==> src/rtl/irq_route_pkg.sv <==
package irq_route_pkg;
  typedef enum logic [1:0] {
    MAP_UNDECIDED = 2'd0,
    MAP_LEGACY    = 2'd1,
    MAP_CORRECT   = 2'd2
  } map_state_t;
endpackage

==> src/rtl/irq_route_decode.sv <==
module irq_route_decode #(
  parameter int ADDR_W   = 24,
  parameter int DATA_W   = 8,
  parameter int LINE_OFS = 60,
  parameter int SLOT_MOD = 4
) (
  input  logic              wr_en,
  input  logic [ADDR_W-1:0] wr_addr,
  output logic              hit,
  output logic [1:0]        slot_res
);
  localparam int SLOT_LSB = 11;
  localparam int RES_W    = $clog2(SLOT_MOD);
  logic [4:0] slot;
  assign slot     = wr_addr[SLOT_LSB +: 5];
  assign slot_res = 2'(slot[RES_W-1:0]);
  assign hit      = wr_en && (wr_addr[7:0] == 8'(LINE_OFS));
endmodule

==> src/rtl/irq_route_classify.sv <==
module irq_route_classify
  import irq_route_pkg::*;
#(
  parameter int DATA_W   = 8,
  parameter int BASE_IRQ = 27,
  parameter int HI_OFS   = 64,
  parameter int AMBIG_RES = 2
) (
  input  logic [1:0]        slot_res,
  input  logic [DATA_W-1:0] value,
  output map_state_t        verdict
);
  function automatic map_state_t classify(input logic [1:0] r, input logic [DATA_W-1:0] v);
    logic [DATA_W-1:0] lo_sig, hi_sig;
    lo_sig = DATA_W'(BASE_IRQ) + DATA_W'(r);
    hi_sig = lo_sig + DATA_W'(HI_OFS);
    if (v == DATA_W'(BASE_IRQ))
      return (r == 2'(AMBIG_RES)) ? MAP_UNDECIDED : MAP_LEGACY;
    if (v == lo_sig || v == hi_sig) return MAP_LEGACY;
    return MAP_CORRECT;
  endfunction

  assign verdict = classify(slot_res, value);
endmodule

==> src/rtl/irq_route_detect.sv <==
module irq_route_detect
  import irq_route_pkg::*;
#(
  parameter int ADDR_W   = 24,
  parameter int DATA_W   = 8,
  parameter int LINE_OFS = 60,
  parameter int BASE_IRQ = 27,
  parameter int HI_OFS   = 64
) (
  input  logic              clk,
  input  logic              rst_n,
  input  logic              variant_b,
  input  logic [1:0]        preset_state,
  input  logic              wr_en,
  input  logic [ADDR_W-1:0] wr_addr,
  input  logic [DATA_W-1:0] wr_data,
  output logic [1:0]        map_state
);
  logic       hit;
  logic [1:0] slot_res;
  map_state_t verdict;
  map_state_t state_q;
  logic       open_q;
  logic       take;

  irq_route_decode #(.ADDR_W(ADDR_W), .DATA_W(DATA_W), .LINE_OFS(LINE_OFS)) u_dec (
    .wr_en(wr_en), .wr_addr(wr_addr), .hit(hit), .slot_res(slot_res));

  irq_route_classify #(.DATA_W(DATA_W), .BASE_IRQ(BASE_IRQ), .HI_OFS(HI_OFS)) u_cls (
    .slot_res(slot_res), .value(wr_data), .verdict(verdict));

  assign open_q = (state_q == MAP_UNDECIDED);
  assign take   = hit && open_q && !variant_b;

  always_ff @(posedge clk) begin
    if (!rst_n)    state_q <= map_state_t'(preset_state);
    else if (take) state_q <= verdict;
  end

  assign map_state = state_q;
endmodule

==> config.mk <==
export PLATFORM = sky130hd
export DESIGN_NAME = irq_route_detect
export DESIGN_NICKNAME = d
export VERILOG_FILES = /design/src/rtl/irq_route_pkg.sv /design/src/rtl/irq_route_decode.sv /design/src/rtl/irq_route_classify.sv /design/src/rtl/irq_route_detect.sv
export SDC_FILE = /design/constraint.sdc
export NUM_CORES = 1
export LEC_CHECK = 0
export BUFFER_PORTS_ARGS = -buffer_cell sky130_fd_sc_hd__buf_4
export CORE_AREA = 2 2 39 41
export CTS_BUF_LIST = sky130_fd_sc_hd__clkbuf_8 sky130_fd_sc_hd__clkbuf_16
export CTS_CLUSTER_DIAMETER = 120
export CTS_CLUSTER_SIZE = 30
export DETAILED_ROUTE_END_ITERATION = 12
export DIE_AREA = 0 0 41 43
export SETUP_SLACK_MARGIN = 0.5
export SYNTH_ARGS = -nofsm -noshare
export SYNTH_HDL_FRONTEND = slang
export SYNTH_SLANG_ARGS = --single-unit
==> constraint.sdc <==
create_clock -name clk -period 1.9 [get_ports clk]
set_input_delay 0.19 -clock clk [delete_from_list [all_inputs] [get_ports clk]]
set_output_delay 0.19 -clock clk [all_outputs]
set_load 0.05 [all_outputs]
==> results.py <==
metrics = {
    "worst_hold_path": {
        "hold_start": "preset_state[1]",
        "hp-class": "in -> reg",
        "hold_depth": 2,
        "whs_endpoint": "map_state[1]",
    },
    "synthesis": {
        "async_flop_share_pct": 0,
        "ys_types": 18,
        "yosysWarningCount": 0,
        "synth_nets": 64,
        "synth_top_area_cell": "edfxtp_1",
        "yosysSeqAreaShare_pct": 26.1,
        "ys.flop_type": "edfxtp_1",
        "avgSynthCellArea_um2": 9.59,
        "yosysTopAreaCellShare_pct": 26.1,
        "syn_inst": 24,
        "ys_top_cells_by_area": "edfxtp_1 (26%), xor2_1 (11%), ha_1 (11%), and4bb_1 (5.4%), inv_1 (4.9%)",
        "netlist_area_um2": 230,
        "yosys-top-cells-count": "inv_1 (3), xor2_1 (3), edfxtp_1 (2), ha_1 (2)",
        "synth-seq-cells": 2,
        "synth_edf_count": 2,
    },
    "placed_design": {
        "portBuffers": 25,
        "pre_cts_slack_ps": 538,
        "gp_congestion": 0.624,
        "hpwl_um": 551,
        "dpl_cell_area_um2": 442,
    },
    "timing": {
        "fmax_ghz": 0.734,
        "slew_headroom_pct": 83.3,
        "rsz0062_at_grt": "true",
        "worstMarginPinSlew_ps": 248,
        "slew_viol_final": 0,
        "tns_ps": 0,
        "finalHoldViolations": 0,
        "setup_viol": 0,
        "worst_slack_ps": 538,
        "layout_min_cycle_time_ps": 1360,
        "skew_ps": 1.65,
        "min_period_over_period_pct": 71.7,
    },
    "route": {
        "wire_per_inst_um": 8.97,
        "wl_um": 610,
        "ant_nets": 0,
        "route.detailed.drc": 0,
        "first_iter_violations": 1,
        "via_count": 299,
        "vias_per_cell": 4.40,
        "firstDrtPassIters": 2,
    },
    "worst_setup_path": {
        "rrSetupSlack_ps": 540,
        "cp_max_fo": 2,
        "r2r_end": "map_state[1]",
        "r2r-start": "map_state[1]",
        "cp-start-kind": "flip-flop",
        "cp-end-kind": "flip-flop",
        "critPathKind": "reg -> reg",
        "crit_required_ps": 1800,
        "reg2reg_depth": 2,
        "cp.arrival_ps": 1260,
    },
    "finish": {
        "largest_register_ff_count": 2,
        "seq_area_um2": 60.1,
        "multi_input_area_um2": 166,
        "filler_cell_count": 147,
        "drive_above_1_share_pct": 59.6,
        "n_antenna_cell": 0,
        "nets": 94,
        "design_area_um2": 487,
        "area_growth_syn_to_layout_pct": 111,
        "utilization_pct": 35.2,
    },
    "global_route": {
        "grt_max_degree": 5,
        "grt_usage_pct": 8.53,
        "grt_overflow": 0,
        "grt_pass1_wl_mm": 1.00,
        "grt_pass1_vias": 303,
        "antenna_found_initial": 0,
    },
    "clocking": {
        "insertion_delay_ps": 210,
        "ctsHoldBuffers": 0,
        "cts_setup_buffers": 0,
        "numCtsBuffers": 3,
        "clkTransAtPathRegs_ps": 30,
        "clock-sinks": 2,
        "cts_max_level": 1,
        "cts_tree": "built",
        "cts_root_buffer": "clkbuf_8",
        "clk_path_buf_depth": 2,
    },
    "pwr": {
        "power_density_nw_per_um2": 611,
        "peakVddDrop_v": 0.000289,
        "leakage_nw": 0.239,
    },
    "die": {
        "initial_core_util_pct": 16.6,
        "num_rows": 14,
        "fp.dieW_um": 41,
        "die-height_um": 43,
        "die_area_um2": 1760,
        "coreArea_um2": 1380,
        "ios": 40,
    },
    "job": {
        "maxCapViolCount": 0,
    },
    "run_status": {
        "run_status": "completed",
    },
}
[critical path: stages (launching register included)]
cell,delay [ps]
edfxtp_1,380
or4b_4,520
o21ai_2,160
[final cells by class]
| class | count | share of cell area [%] |
|---|---|---|
| well taps | 16 | 4.11 |
| repair buffers | 25 | 38.6 |
| flip-flops and latches | 2 | 12.3 |
| inverters | 3 | 2.31 |
| multi-input cells | 19 | 34.2 |
| clock buffers | 3 | 8.48 |
[stage by stage]
stage	cells	power, mW	hold WS [ps]
floorplan	24	0.0891	364
global placement	65	0.134	491
detailed placement	65	0.135	487
CTS	68	0.303	280
global route	68	0.319	300
finish	68	0.297	283
[cell families after synthesis]
family	after synthesis	synth area share, %
AOI/OAI and AO/OA	4	12.5
xor gates and xnor gates	3	11.4
adders and majority gates	2	10.9
buffers and inverters	3	4.89
DFF	2	26.1
and+or+nand+nor	10	34.2
[power by group]
part           internal (mW)  switching [mW]
sequential            0.0532         0.00175
combinational         0.0471          0.0332
clock                  0.134          0.0285
[metal layers]
| layer | vias to the layer above | track usage [%] | wire [um] |
|---|---|---|---|
| met1 | 128 | 8.33 | 233 |
| met3 | 0 | 2.62 | 106 |
| met4 | 0 | 6.00 | 0 |
| met5 | - | 0 | 0 |
| li1 | 150 | - | - |
| met2 | 21 | 14.1 | 269 |
[worst max-delay path by stage]
stage / from / to / slack [ps] / cells after the start
2_1_floorplan: map_state[1] / map_state[0] / 290 / 2
3_3_place_gp: map_state[1] / map_state[1] / 550 / 2
3_5_place_dp: map_state[1] / map_state[0] / 540 / 2
4_1_cts: map_state[1] / map_state[1] / 530 / 2
5_1_grt: map_state[1] / map_state[1] / 490 / 2
6_report: map_state[1] / map_state[1] / 540 / 2
[placed cells by master, fill, tap and decap left out]
cell type  count
buf_4         25
inv_1          3
xor2_1         3
clkbuf_8       3
ha_1           2
edfxtp_1       2
and4b_1        1
nand2_1        1
and4bb_1       1
nand3_1        1
nand4b_1       1
nand2b_2       1
o311ai_1       1
nor4bb_1       1
nor2_1         1
nand4_1        1
or4b_4         1
o21ai_2        1
a31oi_1        1
o22a_1         1
[timing repair]
item | in CTS | in global routing
setup endpoints to repair | 0 | 2
gates resized for setup | 0 | 1
hold endpoints to repair | 0 | 0
(Power assumes the default switching activity.)
